<file path="src/rtl/pbs_pkg.sv">
package pbs_pkg;
    localparam int PBS_ENTRIES = 8;
    localparam int PBS_THREADS = 4;
    localparam int PBS_BANKS   = 4;
    localparam int PBS_ROW_W   = 8;
    localparam int PBS_AGE_W   = 4;
    localparam int PBS_CAP     = 2;

    // true when slot a is older than slot b (age first, then lower index)
    function automatic logic is_older(int age_a, int idx_a, int age_b, int idx_b);
        return (age_a > age_b) || ((age_a == age_b) && (idx_a < idx_b));
    endfunction
endpackage

</file>
<file path="src/rtl/pbs_batch.sv">
module pbs_batch #(
    parameter  int N   = pbs_pkg::PBS_ENTRIES,
    parameter  int T   = pbs_pkg::PBS_THREADS,
    parameter  int B   = pbs_pkg::PBS_BANKS,
    parameter  int AW  = pbs_pkg::PBS_AGE_W,
    parameter  int CAP = pbs_pkg::PBS_CAP,
    localparam int TW  = (T > 1) ? $clog2(T) : 1,
    localparam int BW  = (B > 1) ? $clog2(B) : 1
) (
    input  logic                   clk,
    input  logic                   rst_n,
    input  logic [N-1:0]           valid_i,
    input  logic [N-1:0][TW-1:0]   thread_i,
    input  logic [N-1:0][BW-1:0]   bank_i,
    input  logic [N-1:0][AW-1:0]   age_i,
    output logic [N-1:0]           mark_o,
    output logic [T-1:0][TW-1:0]   rank_o
);
    localparam int CW = $clog2(N + 1);

    typedef struct packed {
        logic [N-1:0]         mark;
        logic [T-1:0][TW-1:0] rank;
    } batch_t;

    batch_t st_d, st_q;
    logic   none_live, form;
    logic [N-1:0]          fresh;
    logic [CW-1:0]         ahead   [N];
    logic [CW-1:0]         per_tb  [T][B];
    logic [CW-1:0]         peak    [T];
    logic [CW-1:0]         total   [T];
    logic [T-1:0][TW-1:0]  new_rank;

    always_comb begin
        none_live = ~|(st_q.mark & valid_i);
        form      = none_live & (|valid_i);
        // mark the CAP oldest of each (thread, bank) group
        for (int i = 0; i < N; i++) begin
            ahead[i] = '0;
            for (int j = 0; j < N; j++) begin
                if (j != i && valid_i[j] && thread_i[j] == thread_i[i] &&
                    bank_i[j] == bank_i[i] &&
                    pbs_pkg::is_older(int'(age_i[j]), j, int'(age_i[i]), i))
                    ahead[i] = ahead[i] + CW'(1);
            end
            fresh[i] = valid_i[i] && (ahead[i] < CW'(CAP));
        end
        // per-thread load in the batch being formed
        for (int t = 0; t < T; t++) begin
            peak[t]  = '0;
            total[t] = '0;
            for (int b = 0; b < B; b++) begin
                per_tb[t][b] = '0;
                for (int i = 0; i < N; i++)
                    if (fresh[i] && thread_i[i] == TW'(t) && bank_i[i] == BW'(b))
                        per_tb[t][b] = per_tb[t][b] + CW'(1);
                if (per_tb[t][b] > peak[t]) peak[t] = per_tb[t][b];
                total[t] = total[t] + per_tb[t][b];
            end
        end
        // rank = number of threads that are lighter (0 is best)
        for (int t = 0; t < T; t++) begin
            new_rank[t] = '0;
            for (int u = 0; u < T; u++) begin
                if (u != t && ((peak[u] < peak[t]) ||
                               (peak[u] == peak[t] && total[u] < total[t]) ||
                               (peak[u] == peak[t] && total[u] == total[t] && u < t)))
                    new_rank[t] = new_rank[t] + TW'(1);
            end
        end
        st_d.mark = form ? fresh : (st_q.mark & valid_i);
        st_d.rank = form ? new_rank : st_q.rank;
    end

    always_ff @(posedge clk) begin
        if (!rst_n) begin
            st_q.mark <= '0;
            for (int t = 0; t < T; t++) st_q.rank[t] <= TW'(t);
        end else begin
            st_q <= st_d;
        end
    end

    assign mark_o = st_q.mark;
    assign rank_o = st_q.rank;

    // held marks per (thread, bank), counted from state for the cap check
    logic [CW-1:0] held [T][B];
    always_comb begin
        for (int t = 0; t < T; t++)
            for (int b = 0; b < B; b++) begin
                held[t][b] = '0;
                for (int i = 0; i < N; i++)
                    if (st_q.mark[i] && valid_i[i] && thread_i[i] == TW'(t) && bank_i[i] == BW'(b))
                        held[t][b] = held[t][b] + CW'(1);
            end
    end

    for (genvar gt = 0; gt < T; gt++) begin : g_cap_t
        for (genvar gb = 0; gb < B; gb++) begin : g_cap_b
            a_r4_cap: assert property (@(posedge clk) disable iff (!rst_n)
                held[gt][gb] <= CW'(CAP));
        end
    end

    for (genvar gi = 0; gi < N; gi++) begin : g_mark_chk
        a_r3_form_when_drained: assert property (@(posedge clk) disable iff (!rst_n)
            (st_q.mark[gi] && !$past(st_q.mark[gi])) |-> $past(none_live));
        a_r9_clear_on_free: assert property (@(posedge clk) disable iff (!rst_n)
            !valid_i[gi] |=> !st_q.mark[gi]);
    end
endmodule

</file>
<file path="src/rtl/pbs_pick.sv">
module pbs_pick #(
    parameter  int N  = pbs_pkg::PBS_ENTRIES,
    parameter  int T  = pbs_pkg::PBS_THREADS,
    parameter  int B  = pbs_pkg::PBS_BANKS,
    parameter  int RW = pbs_pkg::PBS_ROW_W,
    parameter  int AW = pbs_pkg::PBS_AGE_W,
    localparam int TW = (T > 1) ? $clog2(T) : 1,
    localparam int BW = (B > 1) ? $clog2(B) : 1,
    localparam int IW = (N > 1) ? $clog2(N) : 1
) (
    input  logic [N-1:0]          valid_i,
    input  logic [N-1:0][TW-1:0]  thread_i,
    input  logic [N-1:0][BW-1:0]  bank_i,
    input  logic [N-1:0][RW-1:0]  row_i,
    input  logic [N-1:0][AW-1:0]  age_i,
    input  logic [N-1:0]          mark_i,
    input  logic [T-1:0][TW-1:0]  rank_i,
    input  logic [B-1:0]          bank_open_i,
    input  logic [B-1:0][RW-1:0]  open_row_i,
    output logic                  found_o,
    output logic [IW-1:0]         idx_o
);
    localparam int KW = 2 + TW + AW;

    logic [N-1:0][KW-1:0] key;
    logic [N-1:0]         hit;

    // key order: batch mark, row hit, inverted rank, age
    for (genvar gi = 0; gi < N; gi++) begin : g_key
        assign hit[gi] = bank_open_i[bank_i[gi]] && (open_row_i[bank_i[gi]] == row_i[gi]);
        assign key[gi] = {mark_i[gi], hit[gi], ~rank_i[thread_i[gi]], age_i[gi]};
    end

    // strict compare in ascending index keeps the lower index on ties
    always_comb begin
        found_o = 1'b0;
        idx_o   = '0;
        for (int i = 0; i < N; i++) begin
            if (valid_i[i] && (!found_o || key[i] > key[idx_o])) begin
                found_o = 1'b1;
                idx_o   = IW'(i);
            end
        end
    end
endmodule

</file>
<file path="src/rtl/pbs_sched.sv">
module pbs_sched #(
    parameter  int N   = pbs_pkg::PBS_ENTRIES,
    parameter  int T   = pbs_pkg::PBS_THREADS,
    parameter  int B   = pbs_pkg::PBS_BANKS,
    parameter  int RW  = pbs_pkg::PBS_ROW_W,
    parameter  int AW  = pbs_pkg::PBS_AGE_W,
    parameter  int CAP = pbs_pkg::PBS_CAP,
    localparam int TW  = (T > 1) ? $clog2(T) : 1,
    localparam int BW  = (B > 1) ? $clog2(B) : 1,
    localparam int IW  = (N > 1) ? $clog2(N) : 1
) (
    input  logic                  clk,
    input  logic                  rst_n,
    input  logic [N-1:0]          req_valid_i,
    input  logic [N-1:0][TW-1:0]  req_thread_i,
    input  logic [N-1:0][BW-1:0]  req_bank_i,
    input  logic [N-1:0][RW-1:0]  req_row_i,
    input  logic [N-1:0][AW-1:0]  req_age_i,
    input  logic [B-1:0]          bank_open_i,
    input  logic [B-1:0][RW-1:0]  open_row_i,
    output logic                  pick_valid_o,
    output logic [IW-1:0]         pick_idx_o
);
    typedef struct packed {
        logic          v;
        logic [IW-1:0] idx;
    } sel_t;

    sel_t                 sel_d, sel_q;
    logic [N-1:0]         mark;
    logic [T-1:0][TW-1:0] rank;
    logic                 found;
    logic [IW-1:0]        idx;

    pbs_batch #(.N(N), .T(T), .B(B), .AW(AW), .CAP(CAP)) batch_i (
        .clk      (clk),
        .rst_n    (rst_n),
        .valid_i  (req_valid_i),
        .thread_i (req_thread_i),
        .bank_i   (req_bank_i),
        .age_i    (req_age_i),
        .mark_o   (mark),
        .rank_o   (rank)
    );

    pbs_pick #(.N(N), .T(T), .B(B), .RW(RW), .AW(AW)) pick_i (
        .valid_i     (req_valid_i),
        .thread_i    (req_thread_i),
        .bank_i      (req_bank_i),
        .row_i       (req_row_i),
        .age_i       (req_age_i),
        .mark_i      (mark),
        .rank_i      (rank),
        .bank_open_i (bank_open_i),
        .open_row_i  (open_row_i),
        .found_o     (found),
        .idx_o       (idx)
    );

    always_comb begin
        sel_d.v   = found;
        sel_d.idx = found ? idx : sel_q.idx;
    end

    always_ff @(posedge clk) begin
        if (!rst_n) sel_q <= '0;
        else        sel_q <= sel_d;
    end

    assign pick_valid_o = sel_q.v;
    assign pick_idx_o   = sel_q.idx;

    a_r2_idle: assert property (@(posedge clk) disable iff (!rst_n)
        !(|req_valid_i) |=> !pick_valid_o);
    a_r2_names_valid: assert property (@(posedge clk) disable iff (!rst_n)
        found |-> req_valid_i[idx]);
    a_r5_batch_first: assert property (@(posedge clk) disable iff (!rst_n)
        (found && |(mark & req_valid_i)) |-> mark[idx]);
endmodule

</file>
<file path="config.mk">
export PLATFORM = sky130hd
export DESIGN_NAME = pbs_sched
export DESIGN_NICKNAME = d
export VERILOG_FILES = /design/src/rtl/pbs_pkg.sv /design/src/rtl/pbs_batch.sv /design/src/rtl/pbs_pick.sv /design/src/rtl/pbs_sched.sv
export SDC_FILE = /design/constraint.sdc
export NUM_CORES = 1
export LEC_CHECK = 0
export BUFFER_PORTS_ARGS = -buffer_cell sky130_fd_sc_hd__buf_2
export CORE_AREA = 2 2 212 214
export DETAILED_ROUTE_END_ITERATION = 7
export DIE_AREA = 0 0 214 216
export GPL_ROUTABILITY_DRIVEN = 0
export PLACE_DENSITY_LB_ADDON = 0.3
export SLEW_MARGIN = 20
export SYNTH_ARGS = -nofsm -noshare
export SYNTH_HDL_FRONTEND = slang
export SYNTH_SLANG_ARGS = --single-unit
</file>
<file path="constraint.sdc">
create_clock -name clk -period 36.6 [get_ports clk]
set_input_delay 3.66 -clock clk [delete_from_list [all_inputs] [get_ports clk]]
set_output_delay 3.66 -clock clk [all_outputs]
set_load 0.02 [all_outputs]
</file>
# After elaboration in Yosys (flattened, before gate mapping)
# Index checks and enable logic that the tools add are counted.
totals:
  reg_bits: 20
  latch_bits: 0
  ram_bits: 0
  rom_bits: 0
  out_inout_bits: 4
  word_cells: 1280
  mem_count: 0
classes:
  n_addsub: 180
  mul: 0
  div_mod_pow: 0
  order_cmp: 133
  n_eq_ne: 214
  shift: 0
  muxes: 288
  bitwise_logic: 10
  reduce_logical: 448
op_table:
  columns: ["operator", "n"]
  rows:
  - ["$mux W4", 176]
  - ["$add A4 B1 Y4 const B", 154]
  - ["$logic_and A1 B1 Y1", 369]
  - ["$gt A4 B4 Y1", 68]
  - ["$eq A2 B2 Y1", 112]
  - ["$eq A4 B4 Y1", 46]
  - ["$bmux W8 S3", 6]
  - ["$bmux W8 S2", 8]
  - ["$mux W8", 15]
  - ["$lt A4 B4 Y1", 24]
  - ["$eq A2 B2 Y1 const B", 32]
  - ["$eq A8 B8 Y1", 8]
  - ["$gt A8 B8 Y1", 7]
  - ["$logic_or A1 B1 Y1", 53]
  - ["$add A4 B4 Y4", 12]
  - ["$lt A2 B3 Y1 const B", 16]
  - ["$mux W1", 45]
  - ["$bmux W2 S2", 8]
  - ["$eq A2 B1 Y1 const B", 16]
  - ["$logic_not A2 Y1", 16]
  - ["$lt A4 B2 Y1 const B", 8]
  - ["$mux W2", 16]
  - ["$lt A3 B4 Y1 const B", 6]
  - ["$add A1 B1 Y2 const B", 10]
  - ["other kinds (9)", 42]

# Logic depth before layout (Yosys ltp)
# Gate-level depths: netlist of the first run.
logic_depth:
  word_depth: 53
  mapped_depth: 101

# Modules after synthesis
# From an unflattened synthesis of the first run, not the netlist that was laid out.
hier_totals:
  hier_cells: 3603
  area_unflattened_um2: 28268.4
by_module_without_submodules:
  columns: ["mod", "n_inst", "cells_per_inst", "area_each_um2", "seq_area_each_um2"]
  rows:
  - ["pbs_batch", 1, 2982, 22567.9, 320.3]
  - ["pbs_pick", 1, 610, 5564.1, 0.0]
  - ["pbs_sched", 1, 11, 136.4, 80.1]

# Least setup slack after synthesis of the first run
# OpenSTA, ideal clock, no wires.
synth_path:
  kind: "input to register"
  from: "input port req_bank_i[0] (netlist name)"
  to: "register sel_q (netlist bit pick_idx_o[0])"
  setup_ns: 0.137
  t_arrival_ns: 19.201
  required_time_ns: 36.463
  slack_ns: 17.262
  cell_stages: 97
  n_path_buf: 12
  cell_sequence: "clkbuf_1 > clkbuf_1 > mux4_2 > xnor2_1 > nand4_1 > nor3_1 > inv_1 > nor2_1 > nor3_1 > a21o_1 > a21oi_1 > nand2b_1 > clkbuf_1 > clkbuf_1 > nor2_1 > a21oi_1 > ha_1 > nor2b_1 > (+61 left out) > a21oi_1 > o21ai_1 > nand2_1 > mux2i_1 > o211ai_1 > o21ai_0 > a21oi_1 > ha_1 > nor2b_1 > o21a_1 > o21ai_0 > nand2b_1 > a21oi_1 > nor2_1 > a211oi_1 > a21oi_1 > o21ai_0 > a31oi_1"
synth_via:
  elab_chain_len: 44
  elab_cells_between_ends: 59
synth_lines:
  columns: ["item", "line_no", "text"]
  rows:
  - ["from (decl)", "pbs_sched.sv:16", "input logic [N-1:0][BW-1:0] req_bank_i,"]
  - ["$bmux W8 S2", "pbs_pick.sv:30", "assign hit[gi] = bank_open_i[bank_i[gi]] && (open_row_i[bank_i[gi]] == row_i[gi]);"]
  - ["$mux W8 (implied by the code)", "pbs_pick.sv:30", null]
  - ["$eq A8 B8 Y1", "pbs_pick.sv:30", null]
  - ["$logic_and A1 B1 Y1 (*)", "pbs_pick.sv:30", null]
  - ["$gt A8 B8 Y1", "pbs_pick.sv:39", "if (valid_i[i] && (!found_o || key[i] > key[idx_o])) begin"]
  - ["$logic_or A1 B1 Y1", "pbs_pick.sv:39", null]
  - ["$logic_and A1 B1 Y1", "pbs_pick.sv:39", null]
  - ["$mux W1", "pbs_pick.sv:39", null]
  - ["(+28 left out)", null, null]
  - ["$logic_and A1 B1 Y1", "pbs_pick.sv:39", null]
  - ["$mux W3", "pbs_pick.sv:39", null]
  - ["$bmux W8 S3", "pbs_pick.sv:39", null]
  - ["$mux W8 (implied by the code)", "pbs_pick.sv:39", null]
  - ["$gt A8 B8 Y1", "pbs_pick.sv:39", null]
  - ["$logic_or A1 B1 Y1", "pbs_pick.sv:39", null]
  - ["$logic_and A1 B1 Y1", "pbs_pick.sv:39", null]
  - ["$mux W3 / $mux W1 (equally long branches)", "pbs_pick.sv:39", null]
  - ["to (signal assigned)", "pbs_sched.sv:67", "else sel_q <= sel_d;"]
  - ["to (decl)", "pbs_sched.sv:29", "sel_t sel_d, sel_q;"]
# Mark *: on every way between the ends. The rest lies on a longest branch, timed or not. The select of a mux whose other input is x is not followed.
# A chain may end at the register's enable or synchronous reset.

# Worst setup path in the final report of the first run
# Ends and elaborated chain as after synthesis.

==> results of run 1 <==
## Yosys cell counts (9+ instances only)
cell type / number
a211oi_1: 25
a21o_1: 43
a21oi_1: 139
a22oi_1: 9
a31oi_1: 24
a41o_1: 13
and2_1: 35
and3_1: 42
and4_1: 14
buf_1: 28
buf_2: 12
clkbuf_1: 73
dfxtp_1: 20
fa_1: 24
ha_1: 439
inv_1: 263
mux2_2: 81
mux2i_1: 63
mux4_2: 87
nand2_1: 273
nand2b_1: 75
nand3_1: 112
nand4_1: 81
nor2_1: 168
nor2b_1: 86
nor3_1: 44
nor3b_1: 16
nor4_1: 42
nor4b_1: 9
o2111ai_1: 11
o211a_1: 20
o211ai_1: 35
o21a_1: 34
o21ai_0: 127
o22ai_1: 11
or2_2: 24
or3_1: 9
xnor2_1: 209
xnor2_2: 14
xnor3_1: 24
xor2_1: 217
## logic make-up after synthesis
group / synth area share [%]
fa+ha+maj: 22.8
compound gates: 16.0
mux: 13.4
xor+xnor: 18.3
buf+inv: 5.80
flops: 1.53
simple gates: 22.1
## power by group through the flow
stage	sequential (W)	combinational, W	clock (W)
2_1_floorplan	0.0000368	0.000730	0
3_3_place_gp	0.0000390	0.000967	0
3_5_place_dp	0.0000396	0.00102	0
4_1_cts	0.0000395	0.00102	0.0000298
5_1_grt	0.0000407	0.00116	0.0000311
6_report	0.0000401	0.00106	0.0000298
## sequential cells by signal (all words and copies together) (netlist names)
name,flops
pick_idx_o,3
batch_i.rank_o,8
pick_valid_o,1
batch_i.mark_o,8
## per-stage QoR
stage	total power (W)	cell area, um2	setup slack (ps)
finish	0.00113	27600	14150
detailed placement	0.00105	27500	14190
global route	0.00123	27600	12740
floorplan	0.000767	26200	17260
CTS	0.00109	27600	14400
global placement	0.00101	27500	14740
## cell type report
cell class,instances,share of cell area [%]
clock inverters,1,0.109
diodes,6,0.0544
flip-flops and latches,20,1.45
well taps,592,2.69
multi-input cells,2866,88.1
clock buffers,3,0.272
inverters,265,3.61
repair buffers,196,3.73
## metal layers
| metal | routed length [um] | track usage, % | up-vias |
|---|---|---|---|
| met5 | 0 | 0 | - |
| met4 | 7380 | 26.4 | 0 |
| met3 | 8950 | 6.46 | 470 |
| met2 | 40400 | 62.0 | 1575 |
| met1 | 33900 | 45.5 | 12400 |
| li1 | - | - | 12100 |
## final timing paths
check                           cells past startpoint              start            end
worst max register to register                     86  batch_i.rank_o[6]  pick_idx_o[0]
worst max-delay path                               87      req_bank_i[0]  pick_idx_o[0]
worst min register to register                      2      pick_idx_o[1]  pick_idx_o[1]
worst min-delay path                                2      pick_idx_o[1]  pick_idx_o[1]
## tightest hold or removal path, stage by stage (launching register included)
cell and delay, ps:
dfxtp_1 310, nand2_1 60, a31oi_1 70
==> summary.md, run 1 <==
| Metric | Value |
|---|---|
| Leakage | 13.1 nW |
| Cell taking the most area after synthesis | ha_1 |
| Hold WS | 493 ps |
| Setup crit start kind | primary input |
| Worst-skew pair later-pin latency | 250 ps |
| Synthesized area | 26,200 um2 |
| Vias in the first global route | 26,100 |
| Initial core utilization | 59.8% |
| Flop pwr share | 3.6% |
| PostCTS Resize Cnt | 0 |
| Most frequent cells in the layout | ha_1 (439), nand2_1 (273), inv_1 (263), xor2_1 (217), xnor2_1 (209) |
| Antenna violations before repair | 3 |
| CTS buffer count | 3 |
| PortBufs | 177 |
| Syn nets | 3,910 |
| Clk slew on worst S/H paths | 50 ps |
| Outcome | finished clean |
| Crit-path max FO | 25 |
| Commonest non-fill, non-tap cell in the layout | ha_1 |
| Net Sw Frac | 59.3% |
| Die X | 214 um |
| Fmax | 0.0446 GHz |
| Hold Path Class | flip-flop to flip-flop |
| Hold Buf Count CTS | 0 |
| Detail Route Antenna Nets | 0 |
| Final period util | 61.3% |
| Setup violators final | 0 |
| Die Ht | 216 um |
| Final HPWL DP | 72,200 um |
| CTS tree | done |
| Footprint of the multi-input gates | 24,300 um2 |
| Remaining Overflow, GRT | 0 |
| Post-Place Cells | 3,939 |
| Peak supply drop | 0.176 mV |
| CP Capture Type | flip-flop |
| Post-Layout Cell Count | 3,949 |
| Crit-path slowest cell | nor2_1 |
| Rows | 77 |
| Ys async rst share | 0% |
| Routed WL per cell | 22.9 um |
| First-pass GRT wire length | 141,000 um |
| Slew Limit Headroom | 25.4% |
| Share of layout cells above drive strength 1 | 13.9% |
| GRT Overall Usage | 37.9% |
| CTS sink cnt | 20 |
| Worst path bufs/invs | 3 |
| Hold Fails Final Rpt | 0 |
| Max-cap violations | 0 |
| DR iter-0 viols | 2,766 |
| Drt pass-1 iters | 7 |
| H-tree depth | 1 |
| Post-synth top flop | dfxtp_1 |
| CP Data Arrival Time | 22,540 ps |
| Root buffer cell | clkbuf_16 |
| DRC | 0 |
| Longest Clk Path Bufs | 2 |
| Final Util | 62.9% |
| Cell count after synthesis | 3,273 |
| Nets | 3,989 |
| Core ar. | 43,800 um2 |
| #FFs+latches synth | 20 |
| Post-CTS setup buffers | 0 |
| Slew Viols, Final | 0 |
| Int Power | 0.000460 W |
| Total negative slack | 0 ps |
| Netlist cell types | 107 |
| P_sw | 0.000670 W |
| Post-synthesis sequential area ratio | 1.53% |
| Power share of the clock group | 2.6% |
| Maximum number of pins on one net before global-route repair | 33 |
| Final Skew | 2.53 ps |
| Gate power share | 93.8% |
| Die area | 46,200 um2 |
| Vias/cell | 6.73 |
| Worst slew pin tran | 1110 ps |
| WL final | 90,600 um |
| Routed via count | 26,600 |
| Power Dens Cells | 40.9 nW/um2 |
| FF-to-FF setup slack | 18,200 ps |
| RSZ-0062 raised after global routing | no |
| Boundary pin count | 178 |
| Syn Area/Cell | 8.00 um2 |
| Post-synth top area share | 21.0% |
| Min cycle time layout | 22,450 ps |
| Worst Path Required | 36,700 ps |
| Ys Warns | 0 |
| Area grow syn2layout | 5.27% |
| Critical setup path kind | primary input to flip-flop |
| Largest stage delay, worst path | 860 ps |
| Top post-synthesis cells by area | ha_1 (21%), mux4_2 (7.5%), xor2_1 (7.3%) |
| Worst path top cell family by delay | compound AO/OA/AOI/OAI gates |
| Register area | 400 um2 |
| Number of synthesized flops with an enable pin | 0 |
| Fill cells | 3,800 |
| Most used cell, CP | o21ai_0 |
No activity file was read; power rests on OpenSTA's default activity.
==> run 2, diff against run 1 <==
--- a/config.mk
+++ b/config.mk
@@ -6,9 +6,9 @@
 export NUM_CORES = 1
 export LEC_CHECK = 0
 export BUFFER_PORTS_ARGS = -buffer_cell sky130_fd_sc_hd__buf_2
-export CORE_AREA = 2 2 212 214
+export CORE_AREA = 2 2 214 216
 export DETAILED_ROUTE_END_ITERATION = 7
-export DIE_AREA = 0 0 214 216
+export DIE_AREA = 0 0 216 218
 export GPL_ROUTABILITY_DRIVEN = 0
 export PLACE_DENSITY_LB_ADDON = 0.3
 export SLEW_MARGIN = 20
==> constraint.sdc (replaced) <==
create_clock -name clk -period 19.1 [get_ports clk]
set_input_delay 1.91 -clock clk [delete_from_list [all_inputs] [get_ports clk]]
set_output_delay 1.91 -clock clk [all_outputs]
set_load 0.02 [all_outputs]
==> run 2 against run 1 <==
Effect of this change: clock skew down 0.66 ps; global-route usage down 0.65 points; cell count up 0.33%; die area up 1.9%; sequential power up 85%; hold slack better by 2.5 ps; wire length up 0.23%; critical path depth down 11; flip-flop and latch count unchanged; count of clock-buffer cells in the layout unchanged.
==> summary.md, run 2 (synthesis gave the netlist of run 1 again) <==
| Metric | Value |
|---|---|
| Total negative slack | 0 ps |
| RSZ-0062 raised after global routing | no |
| Worst Path Required | 19,290 ps |
| Power Dens Cells | 77.7 nW/um2 |
| CP Data Arrival Time | 18,050 ps |
| H-tree depth | 1 |
| Die Ht | 218 um |
| GRT Overall Usage | 37.3% |
| Share of layout cells above drive strength 1 | 14.4% |
| Routed WL per cell | 22.9 um |
| Rows | 78 |
| Die area | 47,100 um2 |
| Final HPWL DP | 72,400 um |
| Post-Layout Cell Count | 3,962 |
| Post-Place Cells | 3,954 |
| CTS buffer count | 3 |
| Area grow syn2layout | 5.54% |
| Min cycle time layout | 17,860 ps |
| Max-cap violations | 0 |
| First-pass GRT wire length | 140,000 um |
| Initial core utilization | 58.4% |
| Fmax | 0.0560 GHz |
| Hold Path Class | flip-flop to flip-flop |
| Nets | 3,997 |
| Setup crit start kind | primary input |
| Largest stage delay, worst path | 620 ps |
| Longest Clk Path Bufs | 2 |
| Hold WS | 495 ps |
| DR iter-0 viols | 2,870 |
| Die X | 216 um |
| Slew Limit Headroom | 21.5% |
| CP Capture Type | flip-flop |
| Drt pass-1 iters | 6 |
| Worst path top cell family by delay | adder cells |
| Routed via count | 26,600 |
| PortBufs | 177 |
| Clk slew on worst S/H paths | 60 ps |
| Setup violators final | 0 |
| Final Util | 61.6% |
| Root buffer cell | clkbuf_16 |
| Slew Viols, Final | 0 |
| Worst path bufs/invs | 8 |
| Maximum number of pins on one net before global-route repair | 28 |
| WL final | 90,800 um |
| Detail Route Antenna Nets | 0 |
| Vias/cell | 6.71 |
| Commonest non-fill, non-tap cell in the layout | ha_1 |
| CTS sink cnt | 20 |
| Final Skew | 1.88 ps |
| Outcome | finished clean |
| Core ar. | 44,900 um2 |
| Crit-path max FO | 18 |
| Final period util | 93.5% |
| Peak supply drop | 0.196 mV |
| Leakage | 13.1 nW |
| Antenna violations before repair | 2 |
| Post-CTS setup buffers | 0 |
| Most used cell, CP | ha_1 |
| Remaining Overflow, GRT | 0 |
| CTS tree | done |
| Worst slew pin tran | 1170 ps |
| Most frequent cells in the layout | ha_1 (439), nand2_1 (271), inv_1 (263), xor2_1 (217), xnor2_1 (209) |
| Hold Fails Final Rpt | 0 |
| Worst-skew pair later-pin latency | 250 ps |
| Critical setup path kind | primary input to flip-flop |
| Vias in the first global route | 25,900 |
| Crit-path slowest cell | nor4_1 |
| Boundary pin count | 178 |
| DRC | 0 |
-- run 2: cell count changes in the layout (fill, tap and decap cells not counted), moves of 2 or more --
cell     delta
nand2_2     +3
buf_4       +8
nor3_2      +3
o21ai_1     -2
nand2_1     -2
nor3_1      -3
diode_2     -2
-- run 2: path summary, 6_finish.rpt --
check	startpoint	to	slack, ps	depth (start not counted)
min	pick_idx_o[1]	pick_idx_o[1]	500	2
max reg2reg	batch_i.rank_o[6]	pick_idx_o[0]	3450	93
max	req_bank_i[2]	batch_i.rank_o[0]	1240	76
min reg2reg	pick_idx_o[1]	pick_idx_o[1]	500	2
-- run 2: cell type report --
cell class                 instances  area [um2]
fill                            3925       17200
multi-input combinational       2867       24300
antenna                            4        10.0
sequential                        20         400
inverter                         265         995
clock buffer                       3        75.1
tap                              600         751
timing repair buffer             203        1080
-- run 2: timing repair --
action	CTS	global route
setup endpoints to repair	0	3
hold buffers	0	0
gates resized for setup	0	11
-- run 2: worst reg2reg max path, delay by kind of cell, from the launching register on --
kind | cells | cell delay [ps]
compound gates | 51 | 7720
fa+ha+maj | 7 | 1920
buf+inv | 5 | 1020
flops | 1 | 390
mux | 2 | 780
simple gates | 28 | 3630
-- run 2: routing by layer --
metal	track usage, %	vias up	share of wire (%)
li1	-	12100	-
met5	0	-	0
met1	45.1	12500	38
met3	6.67	447	9.9
met2	60.7	1581	44
met4	25.0	0	7.6
-- run 2: through the flow --
stage          setup slack [ps]  power, W  area (um2)
5_1_grt                     126   0.00236       27600
3_5_place_dp               25.6   0.00203       27500
3_3_place_gp                651   0.00194       27500
4_1_cts                     266   0.00208       27600
2_1_floorplan              1510   0.00147       26200
6_report                   1240   0.00215       27600
-- run 2: report_power, final --
group / switching (W) / internal, W
logic: 0.00124 / 0.000791
registers: 0.0000181 / 0.0000560
clock network: 0.0000156 / 0.0000276
